**src/rtl/ctlreg_pkg.sv**
```systemverilog
package ctlreg_pkg;

  typedef struct packed {
    logic [1:0] wd;   // watchdog period select
    logic [2:0] bp;   // protect code {bp2, bp1, bp0}
  } nv_t;

  localparam logic [7:0] CMD_CLR  = 8'h00;
  localparam logic [7:0] CMD_WEN  = 8'h02;
  localparam logic [7:0] CMD_ARM  = 8'h06;

  // register image: {wd1, wd0, 0, bp1, bp0, arm, wen, bp2}
  function automatic logic [7:0] pack_ctl(nv_t nv, logic arm, logic wen);
    return {nv.wd, 1'b0, nv.bp[1], nv.bp[0], arm, wen, nv.bp[2]};
  endfunction

  function automatic nv_t unpack_nv(logic [7:0] b);
    nv_t r;
    r.wd = b[7:6];
    r.bp = {b[0], b[4], b[3]};
    return r;
  endfunction

  function automatic logic is_commit_byte(logic [7:0] b);
    return b[1] & ~b[2] & ~b[5];
  endfunction

endpackage

```
**src/rtl/ctlreg_protect_map.sv**
```systemverilog
module ctlreg_protect_map #(
  parameter int unsigned ADDR_W = 9
) (
  input  logic [2:0]        bp,
  input  logic [ADDR_W-1:0] addr,
  output logic              hit
);
  // low regions scale as 1/32, 1/16, 1/8, 1/4 of the array
  localparam logic [ADDR_W:0] LOW_LIM0 = (ADDR_W+1)'(1) << (ADDR_W - 5);

  logic [ADDR_W:0] low_lim;

  always_comb begin
    low_lim = LOW_LIM0 << bp[1:0];
    unique case (bp)
      3'b000:  hit = 1'b0;
      3'b001:  hit = (addr[ADDR_W-1:ADDR_W-2] == 2'b11);
      3'b010:  hit = addr[ADDR_W-1];
      3'b011:  hit = 1'b1;
      default: hit = ({1'b0, addr} < low_lim);
    endcase
  end
endmodule

```
**src/rtl/ctlreg_commit_timer.sv**
```systemverilog
module ctlreg_commit_timer #(
  parameter int unsigned CYCLES = 64
) (
  input  logic clk,
  input  logic rst_n,
  input  logic start,
  output logic busy,
  output logic done
);
  localparam int unsigned CW = (CYCLES < 2) ? 1 : $clog2(CYCLES);

  logic [CW-1:0] cnt_q;
  logic          busy_q;

  assign busy = busy_q;
  assign done = busy_q && (cnt_q == '0);

  always_ff @(posedge clk or negedge rst_n) begin
    if (!rst_n) begin
      busy_q <= 1'b0;
      cnt_q  <= '0;
    end else if (start && !busy_q) begin
      busy_q <= 1'b1;
      cnt_q  <= CW'(CYCLES - 1);
    end else if (busy_q) begin
      if (cnt_q == '0) busy_q <= 1'b0;
      else             cnt_q  <= cnt_q - 1'b1;
    end
  end

  AST_TIMER_START: assert property (@(posedge clk) disable iff (!rst_n)
    (start && !busy_q) |=> busy_q) else $error("timer start");
  AST_TIMER_END: assert property (@(posedge clk) disable iff (!rst_n)
    done |=> !busy_q) else $error("timer end");
endmodule

```
**src/rtl/ctlreg_txn_track.sv**
```systemverilog
module ctlreg_txn_track (
  input  logic       clk,
  input  logic       rst_n,
  input  logic       open,
  input  logic       close,
  input  logic       reg_byte,
  input  logic       reg_take,
  input  logic [7:0] din,
  output logic       in_txn,
  output logic       reg_seen,
  output logic       pend_live,
  output logic [7:0] pend_byte
);
  always_ff @(posedge clk or negedge rst_n) begin
    if (!rst_n) begin
      in_txn    <= 1'b0;
      reg_seen  <= 1'b0;
      pend_live <= 1'b0;
      pend_byte <= '0;
    end else if (open) begin
      in_txn    <= 1'b1;
      reg_seen  <= 1'b0;
      pend_live <= 1'b0;
    end else if (close) begin
      in_txn    <= 1'b0;
      reg_seen  <= 1'b0;
      pend_live <= 1'b0;
    end else if (reg_byte) begin
      reg_seen <= 1'b1;
      if (!reg_seen && reg_take) begin
        pend_live <= 1'b1;
        pend_byte <= din;
      end else begin
        pend_live <= 1'b0;
      end
    end
  end

  AST_ABORT_DROPS: assert property (@(posedge clk) disable iff (!rst_n)
    (reg_byte && reg_seen && !open && !close) |=> !pend_live) else $error("abort");
  AST_CLOSE_DROPS: assert property (@(posedge clk) disable iff (!rst_n)
    (close && !open) |=> !pend_live) else $error("close");
endmodule

```
**src/rtl/ctlreg_guard.sv**
```systemverilog
module ctlreg_guard
  import ctlreg_pkg::*;
#(
  parameter int unsigned ADDR_W        = 9,
  parameter int unsigned COMMIT_CYCLES = 64
) (
  input  logic              clk,
  input  logic              rst_n,
  input  logic              txn_start,
  input  logic              txn_stop,
  input  logic              wr_valid,
  input  logic              wr_is_reg,
  input  logic [ADDR_W-1:0] wr_addr,
  input  logic [7:0]        wr_data,
  input  logic              rd_strobe,
  output logic              ack_valid,
  output logic              ack_ok,
  output logic              rd_valid,
  output logic [7:0]        rd_data,
  output logic              busy,
  input  logic [ADDR_W-1:0] chk_addr,
  output logic              chk_protected
);
  nv_t        nv_q, nv_hold;
  logic       wen_q, arm_q;
  logic       in_txn, reg_seen, pend_live;
  logic [7:0] pend_byte;
  logic       wr_hit_prot;

  // named internal events
  logic reg_byte, arr_byte, reg_ok, arr_ok;
  logic ev_abort, ev_prot_hit, ev_apply, ev_commit_start, ev_commit_done;

  assign reg_byte        = wr_valid & wr_is_reg & in_txn;
  assign arr_byte        = wr_valid & ~wr_is_reg & in_txn;
  assign ev_abort        = reg_byte & reg_seen;
  assign reg_ok          = reg_byte & ~reg_seen & ~busy & (wen_q | (wr_data == CMD_WEN));
  assign arr_ok          = arr_byte & ~busy & wen_q;
  assign ev_prot_hit     = arr_ok & wr_hit_prot;
  assign ev_apply        = txn_stop & in_txn & pend_live & ~busy;
  assign ev_commit_start = ev_apply & arm_q & is_commit_byte(pend_byte);

  ctlreg_txn_track u_txn (
    .clk       (clk),
    .rst_n     (rst_n),
    .open      (txn_start),
    .close     (txn_stop | rd_strobe),
    .reg_byte  (reg_byte),
    .reg_take  (reg_ok),
    .din       (wr_data),
    .in_txn    (in_txn),
    .reg_seen  (reg_seen),
    .pend_live (pend_live),
    .pend_byte (pend_byte)
  );

  ctlreg_commit_timer #(.CYCLES(COMMIT_CYCLES)) u_timer (
    .clk   (clk),
    .rst_n (rst_n),
    .start (ev_commit_start),
    .busy  (busy),
    .done  (ev_commit_done)
  );

  ctlreg_protect_map #(.ADDR_W(ADDR_W)) u_map_wr (
    .bp   (nv_q.bp),
    .addr (wr_addr),
    .hit  (wr_hit_prot)
  );

  ctlreg_protect_map #(.ADDR_W(ADDR_W)) u_map_chk (
    .bp   (nv_q.bp),
    .addr (chk_addr),
    .hit  (chk_protected)
  );

  always_ff @(posedge clk or negedge rst_n) begin
    if (!rst_n) begin
      nv_q      <= '0;
      nv_hold   <= '0;
      wen_q     <= 1'b0;
      arm_q     <= 1'b0;
      ack_valid <= 1'b0;
      ack_ok    <= 1'b0;
      rd_valid  <= 1'b0;
      rd_data   <= '0;
    end else begin
      ack_valid <= wr_valid;
      ack_ok    <= reg_ok | arr_ok;
      rd_valid  <= rd_strobe;
      if (rd_strobe) rd_data <= pack_ctl(nv_q, arm_q, wen_q);

      if (ev_commit_done) begin
        nv_q  <= nv_hold;
        arm_q <= 1'b0;
      end
      if (ev_prot_hit) arm_q <= 1'b0;

      if (ev_commit_start) nv_hold <= unpack_nv(pend_byte);

      if (ev_apply) begin
        if (pend_byte == CMD_CLR) begin
          wen_q <= 1'b0;
        end else if (!arm_q) begin
          if (pend_byte == CMD_WEN) begin
            wen_q <= 1'b1;
          end else if (pend_byte == CMD_ARM) begin
            wen_q <= 1'b1;
            arm_q <= 1'b1;
          end
        end
      end
    end
  end

  AST_NACK_WEN_LOW: assert property (@(posedge clk) disable iff (!rst_n)
    (wr_valid && !wen_q && !(wr_is_reg && wr_data == CMD_WEN)) |=> (ack_valid && !ack_ok))
    else $error("wen low");
  AST_VOLATILE_NO_BUSY: assert property (@(posedge clk) disable iff (!rst_n)
    (ev_apply && !ev_commit_start) |=> !busy) else $error("volatile busy");
  AST_NV_ONLY_AT_DONE: assert property (@(posedge clk) disable iff (!rst_n)
    !ev_commit_done |=> $stable(nv_q)) else $error("nv change");
  AST_SECOND_NACK: assert property (@(posedge clk) disable iff (!rst_n)
    ev_abort |=> !ack_ok) else $error("second byte");
  AST_RD_ONE_CYCLE: assert property (@(posedge clk) disable iff (!rst_n)
    rd_strobe |=> rd_valid) else $error("read timing");
  AST_BUSY_NACK: assert property (@(posedge clk) disable iff (!rst_n)
    (wr_valid && busy) |=> !ack_ok) else $error("busy nack");
  AST_ARM_CLEAR_CAUSE: assert property (@(posedge clk) disable iff (!rst_n)
    $fell(arm_q) |-> $past(ev_commit_done || ev_prot_hit)) else $error("arm");
  AST_ACK_NEXT: assert property (@(posedge clk) disable iff (!rst_n)
    wr_valid |=> ack_valid) else $error("ack timing");
endmodule

```
**config.mk**
```make
export PLATFORM = sky130hd
export DESIGN_NAME = ctlreg_guard
export DESIGN_NICKNAME = d
export VERILOG_FILES = /design/src/rtl/ctlreg_pkg.sv /design/src/rtl/ctlreg_protect_map.sv /design/src/rtl/ctlreg_commit_timer.sv /design/src/rtl/ctlreg_txn_track.sv /design/src/rtl/ctlreg_guard.sv
export SDC_FILE = /design/constraint.sdc
export NUM_CORES = 1
export LEC_CHECK = 0
export ABC_AREA = 0
export BUFFER_PORTS_ARGS = -buffer_cell sky130_fd_sc_hd__buf_2
export CAP_MARGIN = 40
export CELL_PAD_IN_SITES_DETAIL_PLACEMENT = 2
export CELL_PAD_IN_SITES_GLOBAL_PLACEMENT = 2
export CORE_MARGIN = 4
export CORE_UTILIZATION = 31
export DETAILED_ROUTE_END_ITERATION = 8
export PLACE_DENSITY = 0.71
export SYNTH_ARGS = -nofsm -noshare
export SYNTH_HDL_FRONTEND = slang
export SYNTH_HIERARCHICAL = 1
export SYNTH_SLANG_ARGS = --single-unit
```
**constraint.sdc**
```tcl
create_clock -name clk -period 2.25 [get_ports clk]
set_input_delay 0.45 -clock clk [delete_from_list [all_inputs] [get_ports clk]]
set_output_delay 0.45 -clock clk [all_outputs]
set_load 0.01 [all_outputs]
```
---- Yosys cells after proc, flatten, opt, wreduce, memory -nomap -nowiden ----
Cells that the tools add are included.
word-level totals
  bits in registers ....................... 40
  output and inout bits ................... 13
cells by class
  $add $sub $neg .......................... 1
  $lt $le $gt $ge ......................... 2
  eq/ne operators ......................... 10
  shift operators ......................... 1
  mux-type cells .......................... 28
  bitwise gates (word level) .............. 27
  reduce and logical (&&, ||, !) cells .... 15
operators with widths
  cell                                                                      number
  1-bit two-way mux                                                         23
  9-bit by 10-bit less-than comparator with 1-bit output                    2
  6-bit two-way mux                                                         3
  1-bit AND                                                                 17
  8-bit by 2-bit equality test with 1-bit output (second input constant)    2
  5-bit by 2-bit << shifter with 10-bit output (first input constant)       1
  8-bit by 3-bit equality test with 1-bit output (second input constant)    1
  8-bit zero test                                                           1
  1-bit one-hot mux with 4 select lines                                     2
  1-bit NOT                                                                 7
  3-bit by 2-bit equality test with 1-bit output (second input constant)    2
  6-bit zero test                                                           1
  3-bit nonzero test                                                        2
  6-bit by 1-bit subtractor with 6-bit output (second input constant)       1
  2-bit equality test (second input constant)                               2
  4-bit AND reduction                                                       1
  2-bit nonzero test                                                        2
  3-bit by 1-bit equality test with 1-bit output (second input constant)    1
  1-bit logical AND                                                         3
  3-bit zero test                                                           1
  1-bit bitwise OR                                                          3
  3-bit AND reduction                                                       1
  1-bit zero test                                                           2
  2-bit by 1-bit inequality test with 1-bit output (second input constant)  1
  2 further kinds                                                           2

---- Logic depth before layout (Yosys ltp) ----
Gate-level depths: netlist of the first run.
  word-level depth ........................ 12
  mapped depth ............................ 8
  gate-level depth less buffers ........... 8

---- Hierarchy ----
The synthesis of the first run kept the hierarchy.
modules (own cells, without submodules)
  module               instances  cells each  area an instance (um^2)  sequential area each (um^2)
  ctlreg_guard         1          68          949.7                    550.5
  ctlreg_txn_track     1          27          425.4                    275.3
  ctlreg_commit_timer  1          38          376.6                    175.2
  ctlreg_protect_map   2          17          128.9                    0.0

---- Worst setup path before layout of the first run ----
Ideal clock, no wire load.
  kind .................................... register to register
  start ................................... reg nv_q[0] (netlist bit)
  end ..................................... reg arm_q
  setup time .............................. 0.122 ns
  data arrival time ....................... 2.173 ns
  data required time ...................... 2.128 ns
  slack ................................... -0.044 ns
  stages on the path, launching flop included .. 8
  buffers on the path ..................... 0
  period minus slack after synthesis ...... 2.294 ns
  cell sequence ........................... dfrtp_1 -> nand2_1 -> ha_1 -> or4b_1 -> nand3_1 -> inv_1 -> or4_1 -> a32o_1
on the way
  cells in the longest elaborated chain, start to end .. 10
  elaborated cells between the ends (all ways) .. 14
  those cells by class .................... 1 x order compare; 3 x eq/ne; 1 x shift; 7 x mux; 1 x bitwise; 1 x reduce/logical
ends and longest elaborated chain
  item                                                    RTL line                  text
  start, declared                                         ctlreg_guard.sv:24        nv_t nv_q, nv_hold;
  start signal, assigned                                  ctlreg_guard.sv:94        nv_q <= nv_hold;
  5-bit by 2-bit << shifter with 10-bit output            ctlreg_protect_map.sv:14  low_lim = LOW_LIM0 << bp[1:0];
  9-bit by 10-bit less-than comparator with 1-bit output  ctlreg_protect_map.sv:20  default: hit = ({1'b0, addr} < low_lim);
  1-bit one-hot mux with 4 select lines (*)               ctlreg_protect_map.sv:15  unique case (bp)
  named net wr_hit_prot                                   ctlreg_guard.sv:28        logic wr_hit_prot;
  1-bit AND (*)                                           ctlreg_guard.sv:39        assign ev_prot_hit = arr_ok & wr_hit_prot;
  1-bit two-way mux (*)                                   ctlreg_guard.sv:97        if (ev_prot_hit) arm_q <= 1'b0;
  1-bit two-way mux                                       ctlreg_guard.sv:107       end else if (pend_byte == CMD_ARM) begin
  1-bit two-way mux                                       ctlreg_guard.sv:105       if (pend_byte == CMD_WEN) begin
  1-bit two-way mux                                       ctlreg_guard.sv:104       end else if (!arm_q) begin
  1-bit two-way mux                                       ctlreg_guard.sv:102       if (pend_byte == CMD_CLR) begin
  1-bit two-way mux (*)                                   ctlreg_guard.sv:101       if (ev_apply) begin
  end signal, assigned                                    ctlreg_guard.sv:95        arm_q <= 1'b0;
  end signal, assigned                                    ctlreg_guard.sv:97
  end signal, assigned                                    ctlreg_guard.sv:109       arm_q <= 1'b1;
  end, declared                                           ctlreg_guard.sv:25        logic wen_q, arm_q;
Mark *: on every way through the listed nets, which the timed path passes. The rest lies on a longest branch.
A chain may end at the register's enable or synchronous reset.

---- Final worst setup path of the first run ----
  start ................................... reg nv_q[1] (netlist bit)
  end ..................................... out chk_protected
on the way
  cells in the longest elaborated chain, start to end .. 3
  elaborated cells between the ends (all ways) .. 7
  those cells by class .................... 1 x order compare; 3 x eq/ne; 1 x shift; 1 x mux; 1 x reduce/logical
ends and longest elaborated chain
  item                                                    RTL line                  text
  5-bit by 2-bit << shifter with 10-bit output            ctlreg_protect_map.sv:14
  9-bit by 10-bit less-than comparator with 1-bit output  ctlreg_protect_map.sv:20
  1-bit one-hot mux with 4 select lines (*)               ctlreg_protect_map.sv:15
  end, declared                                           ctlreg_guard.sv:22        output logic chk_protected
Mark *: on every way between the ends. The rest lies on a longest branch, timed or not.

==> results of run 1 <==
-- metal layers --
layer / share of wire, % / vias up / GRT usage (%)
li1: - / 714 / -
met1: 45 / 733 / 17.48
met2: 49 / 28 / 21.89
met3: 4.3 / 8 / 3.911
met4: 1.4 / 0 / 3.709
met5: 0 / - / 0
-- cells by family (layout without fill, tap and decap cells) --
logic type / after synthesis / after routing
simple gates: 56 / 56
flops: 40 / 40
mux: 26 / 26
compound gates: 23 / 23
buf+inv: 11 / 61
fa+ha+maj: 10 / 10
other cells: 1 / 1
-- power breakdown --
group | total [uW] | internal [uW] | switching (uW)
registers | 724 | 722 | 2.52
logic | 86.8 | 36.9 | 50.0
clock network | 460 | 218 | 242
total | 1270 | 976 | 295
-- state kept, by name, indices dropped and copies added, names as in the netlist, 5 cells and up --
signal and flops:
nv_hold 5, rd_data 7, u_timer/cnt_q 6, u_txn/pend_byte 8, nv_q 5
-- worst paths after layout --
check	from	to	slack (ps)	depth (start not counted)
max in group asynchronous	rst_n	rd_data[7]$_DFFE_PN0P_	1700	2
min	rst_n	u_txn/pend_live$_DFFE_PN0P_	90	1
min in group clk	wr_valid	ack_valid$_DFF_PN0_	320	1
max reg2reg	nv_q[0]$_DFFE_PN0P_	arm_q$_DFF_PN0_	100	7
max	nv_q[1]$_DFFE_PN0P_	chk_protected	20	7
min reg2reg	nv_hold[4]$_DFFE_PN0P_	nv_q[4]$_DFFE_PN0P_	510	1
-- per-stage QoR --
step / setup slack [ps] / power (uW) / utilization (%)
finish: 17.31 / 1271 / 40.03
global route: -81.95 / 1345 / 40.03
CTS: -1.861 / 1290 / 39.56
detailed placement: -132.1 / 816.4 / 37.22
global placement: -111.4 / 814.3 / 37.22
floorplan: 23.05 / 760.3 / -
-- cells in the mapped netlist (all sizes together) (2+ instances only) --
master	instances	area, um2
a31oi	2	12.51
and3	2	13.77
inv	7	26.28
nor3	5	25.02
nand2b	6	37.54
dfrtp	40	1001
clkbuf	3	11.26
or3	4	26.28
o21ai	9	45.04
or4	2	15.01
nand3	4	20.02
o311ai	2	17.52
nand2	8	30.03
nor4	4	55.05
or4b	2	20.02
a21o	3	22.52
nor2	5	18.77
nor2b	2	12.51
or2	5	31.28
nor4b	4	35.03
ha	10	125.1
mux2	26	292.8
-- worst max-delay path: stages, from the launching register on --
cell     delay (ps)
dfrtp_2         430
buf_6           140
or2_4           250
ha_4            270
nor3_4           30
o21ai_1         140
nand3_1          90
buf_2           140
-- area by class of cell --
| class | instances | area [um2] | share of cell area, % |
|---|---|---|---|
| sequential | 40 | 1003 | 39.70 |
| clock inverter | 1 | 5.005 | 0.1980 |
| timing repair buffer | 46 | 275.3 | 10.89 |
| tap | 77 | 96.34 | 3.812 |
| multi-input combinational | 116 | 1045 | 41.34 |
| clock buffer | 7 | 76.32 | 3.020 |
| inverter | 7 | 26.28 | 1.040 |
-- what timing repair did --
| action | 4_1_cts | 5_1_grt |
|---|---|---|
| hold buffers | 0 | 0 |
| buffers inserted | 1 | 0 |
| hold endpoints to repair | 0 | 0 |
| resized for setup | 12 | 7 |
| setup endpoints to repair | 2 | 2 |
| pin swaps | 7 | 5 |
==> qor.txt, run 1 <==
outcome: completed
Worst-path clk slew: 70 ps
nets: 259
crit-path max FO: 7
Final min period: 2233 ps
EDFF count, synth: 0
# fillers: 691
global placement routability congestion: 0.7438
syn_nets: 210
deepest clock path buffer count: 2
post-synthesis mux area share: 14.57%
Max Fclk: 0.4479 GHz
TritonRoute pass-1 iters: 3
total congestion overflow: 0
kind of critical path: flip-flop to output pin
root buffer cell: clkbuf_8
global-route wire length before repair: 8114 um
CTS Buf Count: 5
worst hold path class: primary input to async pin
post-synthesis sequential area ratio: 49.81%
Warnings, synthesis: 6
Slew Limit Fails: 0
Residual DRC: 0
Area Growth Syn to Fin: 25.78%
# port buffers: 36
WL/cell: 16.14 um
Critical Path RT: 1800 ps
Clock Skews: 5.142 ps
placed inst area: 0.002350 mm2
Final Setup Violations: 0
IO Pins: 46
Vias/cell: 5.044
vias in the first global route: 1601
Maximum Capacitance Violations: 0
crit path launch type: flip-flop
Final Instance Count excl. Fillers: 294
CTS tree: built
Synth Area in Simple Gates: 19.05%
Die W: 88.51 um
Sink Count: 40
post-synthesis compound-gate area fraction: 7.908%
Hold Slack: 86.66 ps
layout cell share with drive strength beyond 1: 47.47%
largest family of logic cells by synthesized area: simple AND/OR/NAND/NOR gates
Avg Cell Area, Syn: 12.03 um2
Core Footprint: 0.006314 mm2
DRT Wirelength: 4745 um
final period utilization: 99.23%
Hold Vio Cnt, Final: 0
CP Data Arrival Time: 1780 ps
Initial Utilization: 31.83%
Synth Register Bits: 40
setup_tns: 0 ps
dominant synthesized flop cell: dfrtp_1
XOR/XNOR share of the synthesized area: 0%
Netlist cell types: 38
H-Tree Depth: 2
Tot GR Track Use: 13.44%
placed cells: 285
initial antenna violation count: 0
final instance area: 0.002527 mm2
Worst setup EP type: output pin
commonest cells after routing, fill and taps aside: 38 x dfrtp_1, 36 x buf_2, 26 x mux2_2
hpwl dp: 3711 um
initial DRC count: 32
die footprint: 0.007834 mm2
Mapped Area: 0.002009 mm2
share of flip-flops with an asynchronous set or reset: 100.0%
Worst-Skew Late Latency: 290 ps
unrepaired setup endpoints after global routing: yes
cell count after synthesis: 167
remaining antenna violation count: 0
largest net degree at the start of global routing: 25
Leak: 0.001220 uW
via count: 1483
Rows: 29
Post-Synth Adder-Cell Area: 6.227%
Inserted Diodes: 0
maximum vdd drop: 0.2953 mV
pwr/cell area: 502.8 mW/mm2
die height: 88.51 um
commonest non-fill, non-tap cell in the layout: dfrtp_1
Power figures use the tool's default switching activity.
==> run 2, diff against run 1 <==
ABC_AREA = 1   (was 0)
CORE_UTILIZATION = 34   (was 31)
PLACE_DENSITY = 0.82   (was 0.71)
clock period = 2.8 ns   (was 2.25 ns; I/O delays follow)
==> run 2 against run 1 <==
  * Critical path depth grew 4
  * Largest power group unchanged
  * Flip-flop and latch count did not move
  * Highest routed layer unchanged
  * First-iteration DRC count grew to 3.4 times the previous value
  * Critical path type unchanged
  * Routed wire length increased by 32%
  * Critical endpoint unchanged
==> qor.txt, run 2 <==
dominant synthesized flop cell: dfrtp_1
Worst slew margin: 58.74%
Final Util: 41.59% (+1.6 points)
R2R Path Start: u_timer/cnt_q[0]$_DFFE_PN0P_
die height: 89.62 um (+1.2%)
# port buffers: 40 (+11%)
Avg Cell Area, Syn: 7.974 um2 (-34%)
highest cell delay on the worst timing path: 510 ps (+80 ps)
hpwl dp: 4829 um (+30%)
crit-path cells: inv_1, nand2_1, ha_1, nand2_1, inv_1, nand2_1, nand2_1, nand2_1, nand4_1, nand2_1, buf_2
Synth Register Bits: 40 (unchanged)
share of flip-flops with an asynchronous set or reset: 100.0% (unchanged)
Warnings, synthesis: 6 (unchanged)
syn_nets: 327 (+56%)
top post-synthesis cells by area: dfrtp_1 44%, nand2_1 13%, inv_1 6.8%
Maximum Capacitance Violations: 0 (unchanged)
worst slew pin tran: 616.7 ps
Tot GR Track Use: 17.80% (+4.4 points)
Synth area leader: dfrtp_1
root buffer cell: clkbuf_8
WL/cell: 15.48 um (-4.1%)
worst hold path class: primary input to async pin
initial antenna violation count: 0 (unchanged)
Hold Vio Cnt, Final: 0 (unchanged)
Final Instance Count excl. Fillers: 405 (+38%)
outcome: completed
CTS Buf Count: 5 (unchanged)
Netlist cell types: 28 (-26%)
final period utilization: 85.08%
placed inst area: 0.002545 mm2 (+8.3%)
Residual DRC: 0 (unchanged)
placed cells: 397 (+39%)
TritonRoute pass-1 iters: 4 (+1)
DRT Wirelength: 6271 um (+32%)
crit-path max FO: 9 (+2)
Top Family by Delay on Critical Path: flip-flops
die footprint: 0.008031 mm2 (+2.5%)
Reg2Reg Depth: 5 (-2)
cell count after synthesis: 284 (+70%)
Critical Path RT: 2240 ps (+440 ps)
Biggest register: u_txn/pend_byte
maximum vdd drop: 0.2509 mV (-15%)
Die W: 89.62 um (+1.2%)
Sink Count: 40 (unchanged)
final instance area: 0.002671 mm2 (+5.7%)
commonest cells in the netlist: 78 x nand2_1, 41 x inv_1, 40 x dfrtp_1
Largest regs: u_txn/pend_byte: 8 flops, rd_data: 7 flops, u_timer/cnt_q: 6 flops
CTS tree: built
Synth top area share: 44.20% (-5.6 points)
Slew Limit Fails: 0 (unchanged)
FF-to-FF End: nv_q[2]$_DFFE_PN0P_
H-Tree Depth: 2 (unchanged)
CTS resizes: 0 (-12)
Vias/cell: 4.985 (-1.2%)
global placement routability congestion: 0.7615 (+2.4%)
R2R setup slack: 1000 ps (+900 ps)
Final min period: 2382 ps
CP Data Arrival Time: 1820 ps (+40 ps)
Core Footprint: 0.006422 mm2 (+1.7%)
Hold Slack: 133.1 ps (+46.48 ps)
nets: 370 (+43%)
Initial Utilization: 35.26% (+3.4 points)
count leader, synth: nand2_1
Mapped Area: 0.002265 mm2 (+13%)
# fillers: 768 (+11%)
pwr/cell area: 449.2 mW/mm2 (-11%)
post-synthesis sequential area ratio: 44.20% (-5.6 points)
IO Pins: 46 (unchanged)
Max Fclk: 0.4198 GHz
Leak: 0.001435 uW (+18%)
Worst setup EP type: output pin
via count: 2019 (+36%)
global-route wire length before repair: 10830 um (+33%)
Setup Buffers After CTS: 0 (-1)
initial DRC count: 110 (+240%)
remaining antenna violation count: 0 (unchanged)
max reg flops: 8 (unchanged)
crit path buf inv count: 3 (+1)
commonest non-fill, non-tap cell in the layout: nand2_1
setup_tns: 0 ps (unchanged)
Clock Skews: 2.216 ps (-2.926 ps)
commonest cells after routing, fill and taps aside: 78 x nand2_1, 41 x inv_1, 40 x dfrtp_1, 40 x buf_2, 26 x nor2_1
EDFF count, synth: 0 (unchanged)
largest net degree at the start of global routing: 31 (+24%)
total congestion overflow: 0 (unchanged)
CP max-delay cell: dfrtp_1
deepest clock path buffer count: 2 (unchanged)
kind of critical path: flip-flop to output pin
most frequent CP cell: nand2_1
vias in the first global route: 2280 (+42%)
layout cell share with drive strength beyond 1: 23.17% (-24 points)
unrepaired setup endpoints after global routing: no
Worst-path clk slew: 80 ps (about the same)
Rows: 29 (unchanged)
Area Growth Syn to Fin: 17.96%
crit path launch type: flip-flop
Worst-Skew Late Latency: 290 ps (about the same)
hold_buf cts: 0 (unchanged)
Inserted Diodes: 0 (unchanged)
Final Setup Violations: 0 (unchanged)
-- run 2: changes by cell type after synthesis, moves of 6 or more --
cell,change
nor2_1,+21
a21oi_1,+11
mux2_2,-26
nand4_1,+14
nand2b_1,-6
nand3_1,+7
nand2_1,+70
inv_1,+34
-- run 2: how the worst max path moves through the flow --
| stage | start | slack [ps] | depth (start not counted) | end |
|---|---|---|---|---|
| 3_3_place_gp | chk_addr[5] | 750 | 10 | chk_protected |
| 3_5_place_dp | nv_q[1]$_DFFE_PN0P_ | 710 | 11 | chk_protected |
| 2_1_floorplan | nv_q[1]$_DFFE_PN0P_ | 960 | 10 | chk_protected |
| 6_report | nv_q[1]$_DFFE_PN0P_ | 420 | 11 | chk_protected |
| 5_1_grt | nv_q[0]$_DFFE_PN0P_ | 230 | 8 | chk_protected |
| 4_1_cts | nv_q[1]$_DFFE_PN0P_ | 380 | 11 | chk_protected |
-- run 2: worst register-to-register path, cell delays in order, from the launching register on --
cell	delay [ps]
dfrtp_1	420
inv_1	150
ha_1	220
nand3_4	130
nor2_1	510
o21ai_0	220
-- run 2: power breakdown --
part	internal, uW	switching [uW]	total (uW)	leakage, uW
sequential	585	5.64	591	0.000513
clock	315	206	521	0.0000645
combinational	35.7	52.7	88.4	0.000858
total	936	264	1200	0.00144
-- run 2: final cells by class --
| type | count | area, um2 | share of cell area [%] |
|---|---|---|---|
| Sequential cell | 40 | 1001 | 37.47 |
| Clock inverter | 1 | 30.03 | 1.124 |
| Multi-Input combinational cell | 194 | 1054 | 39.44 |
| Clock buffer | 7 | 96.34 | 3.607 |
| Inverter | 45 | 173.9 | 6.511 |
| Timing Repair Buffer | 41 | 220.2 | 8.244 |
| Tap cell | 77 | 96.34 | 3.607 |
-- run 2: cells by family after synthesis --
group	synth area share [%]
other	0.1656
AOI/OAI and AO/OA	7.238
and+or+nand+nor	33.59
DFF	44.20
adders and majority gates	5.525
buffers and inverters	9.282
-- run 2: layer usage --
layer	routed length, um	share of wire (%)	global-route usage [%]
met1	2614	42	20.28
met2	3382	54	33.84
met3	189	3.0	2.737
met4	84	1.3	5.277
met5	0	0	0
-- run 2: per-stage QoR --
stage          power (uW)  setup WS (ps)
2_1_floorplan       639.6          961.2
3_3_place_gp        686.5          748.8
3_5_place_dp        693.9          711.3
4_1_cts              1221          377.5
5_1_grt              1260          228.9
6_report             1200          417.8
==> run 3, diff against run 2 <==
CORE_UTILIZATION = 28   (was 34)
PLACE_DENSITY = 0.72   (was 0.82)
clock period = 2.1 ns   (was 2.8 ns; I/O delays follow)
==> run 3 against run 2 <==
  * The run now ends with negative setup slack left
  * First-iteration DRC count shrank 50%
  * Sequential power increased by 33%
  * Setup slack got worse by 480 ps
  * Highest routed layer unchanged
  * Utilization shrank 5.9 points
  * Global-route usage fell by 4.2 points
  * Register-to-register slack worse by 750 ps
==> qor.txt, run 3 (synthesis results as in run 2) <==
outcome: finished with violations
failing checks: negative setup slack
initial antenna violation count: 0 (unchanged)
Vias/cell: 4.644 (-6.8%)
largest net degree at the start of global routing: 24 (-23%)
WL/cell: 14.28 um (-7.8%)
Residual DRC: 0 (unchanged)
CTS tree: built
CP max-delay cell: dfrtp_2
vias in the first global route: 2255 (-1.1%)
Maximum Capacitance Violations: 0 (unchanged)
crit path buf inv count: 3 (unchanged)
# port buffers: 40 (unchanged)
nets: 379 (+2.4%)
Worst-path clk slew: 80 ps (about the same)
DRT Wirelength: 6255 um (-0.26%)
layout cell share with drive strength beyond 1: 28.87% (+5.7 points)
Leak: 0.001461 uW (+1.8%)
pwr/cell area: 504.0 mW/mm2 (+12%)
unrepaired setup endpoints after global routing: yes
maximum vdd drop: 0.2143 mV (-15%)
R2R setup slack: 250 ps (-750 ps)
Biggest register: u_txn/pend_byte
CP Data Arrival Time: 1740 ps (-80 ps)
die height: 97.94 um (+9.3%)
Largest regs: u_txn/pend_byte: 8 flops, rd_data: 7 flops, u_timer/cnt_q: 6 flops
Tot GR Track Use: 13.57% (-4.2 points)
initial DRC count: 55 (-50%)
commonest non-fill, non-tap cell in the layout: nand2_1
crit-path max FO: 5 (-4)
max reg flops: 8 (unchanged)
die footprint: 0.009591 mm2 (+19%)
Die W: 97.94 um (+9.3%)
Top Family by Delay on Critical Path: simple AND/OR/NAND/NOR gates
Worst-Skew Late Latency: 290 ps (about the same)
CTS Buf Count: 5 (unchanged)
setup_tns: -62.73 ps (-62.73 ps)
Inserted Diodes: 0 (unchanged)
via count: 2034 (+0.74%)
most frequent CP cell: nand2_1
final period utilization: 103.0%
commonest cells after routing, fill and taps aside: 75 x nand2_1, 40 x buf_2, 38 x inv_1, 38 x dfrtp_1, 25 x nor2_1
deepest clock path buffer count: 2 (unchanged)
global placement routability congestion: 0.7166 (-5.9%)
setup ws final: -62.73 ps (-480.5 ps)
Critical Path RT: 1680 ps (-560 ps)
root buffer cell: clkbuf_8
remaining antenna violation count: 0 (unchanged)
Final min period: 2163 ps
TritonRoute pass-1 iters: 4 (unchanged)
highest cell delay on the worst timing path: 460 ps (-50 ps)
global-route wire length before repair: 10770 um (-0.52%)
H-Tree Depth: 2 (unchanged)
Worst setup EP type: output pin
Core Footprint: 0.007807 mm2 (+22%)
Area Growth Syn to Fin: 23.15%
Worst slew margin: 62.95% (+4.2 points)
Max Fclk: 0.4624 GHz
hpwl dp: 4878 um (+1.0%)
Initial Utilization: 29.01% (-6.3 points)
IO Pins: 46 (unchanged)
Hold Vio Cnt, Final: 0 (unchanged)
Rows: 32 (+10%)
Final Setup Violations: 1 (+1)
Sink Count: 40 (unchanged)
kind of critical path: flip-flop to output pin
total congestion overflow: 0 (unchanged)
Slew Limit Fails: 0 (unchanged)
worst hold path class: primary input to async pin
crit-path cells: buf_6, nand2_4, ha_4, nand2_4, inv_2, nand2_1, nand2_1, nand2_1, nand4_1, nand2_1, buf_2
Hold Slack: 115.8 ps (-17.37 ps)
crit path launch type: flip-flop
Clock Skews: 6.291 ps (+4.074 ps)
worst slew pin tran: 555.8 ps (-60.88 ps)
==> run 3: cell types whose count changed in the layout (fill, tap and decap cells not counted), sizes merged <==
cell and change:
clkbuf -1, buf +9, bufinv -1, clkinv +1
==> run 3: through the flow <==
stage | setup slack, ps | utilization [%] | cell area, um2 | cells | power, uW
4_1_cts | -34.79 | 34.68 | 2708 | 435 | 1426
2_1_floorplan | 401.2 | - | 2265 | 284 | 852.8
3_5_place_dp | 125.2 | 33.03 | 2579 | 424 | 924.7
5_1_grt | -187.7 | 35.72 | 2789 | 438 | 1486
3_3_place_gp | 201.9 | 33.03 | 2579 | 424 | 919.1
6_report | -62.73 | 35.72 | 2789 | 438 | 1406
==> run 3: power by group <==
group          internal (uW)  leakage (uW)  switching, uW
clock                    226     0.0000410            263
sequential               781      0.000509           6.08
combinational           51.7      0.000910           77.8
==> run 3: layer usage <==
layer | vias to the layer above | track usage (%) | share of wire, % | wire length (um)
li1 | 999 | - | - | -
met1 | 998 | 15.95 | 42 | 2646
met2 | 33 | 24.87 | 53 | 3335
met3 | 4 | 2.714 | 3.3 | 207
met4 | 0 | 3.834 | 1.1 | 66
met5 | - | 0 | 0 | 0
==> run 3: layout make-up <==
type / instances / area [um2]
tap: 102 / 127.6
clock buffer: 6 / 72.57
clock inverter: 1 / 5.005
fill: 907 / 5019
inverter: 45 / 173.9
timing repair buffer: 50 / 286.5
multi-input combinational: 194 / 1120
sequential: 40 / 1003
==> run 3: what timing repair did <==
item / CTS / global route
buffers inserted: 4 / 3
pin swaps: 1 / 8
gates resized for setup: 7 / 12
endpoints found under the setup margin: 1 / 1
hold buffers: 0 / 0
==> run 3: path summary, 6_finish.rpt <==
path                       depth (start not counted)                        endpoint                      startpoint
max in group asynchronous                          2          rd_data[1]$_DFFE_PN0P_                           rst_n
hold reg to reg                                    2  u_txn/pend_byte[3]$_DFFE_PN0P_  u_txn/pend_byte[3]$_DFFE_PN0P_
setup / recovery                                  11                   chk_protected             nv_q[0]$_DFFE_PN0P_
setup reg to reg                                  15                 arm_q$_DFF_PN0_             nv_q[1]$_DFFE_PN0P_
min in group clk                                   1             ack_valid$_DFF_PN0_                        wr_valid
hold / removal                                     1    u_timer/cnt_q[0]$_DFFE_PN0P_                           rst_n
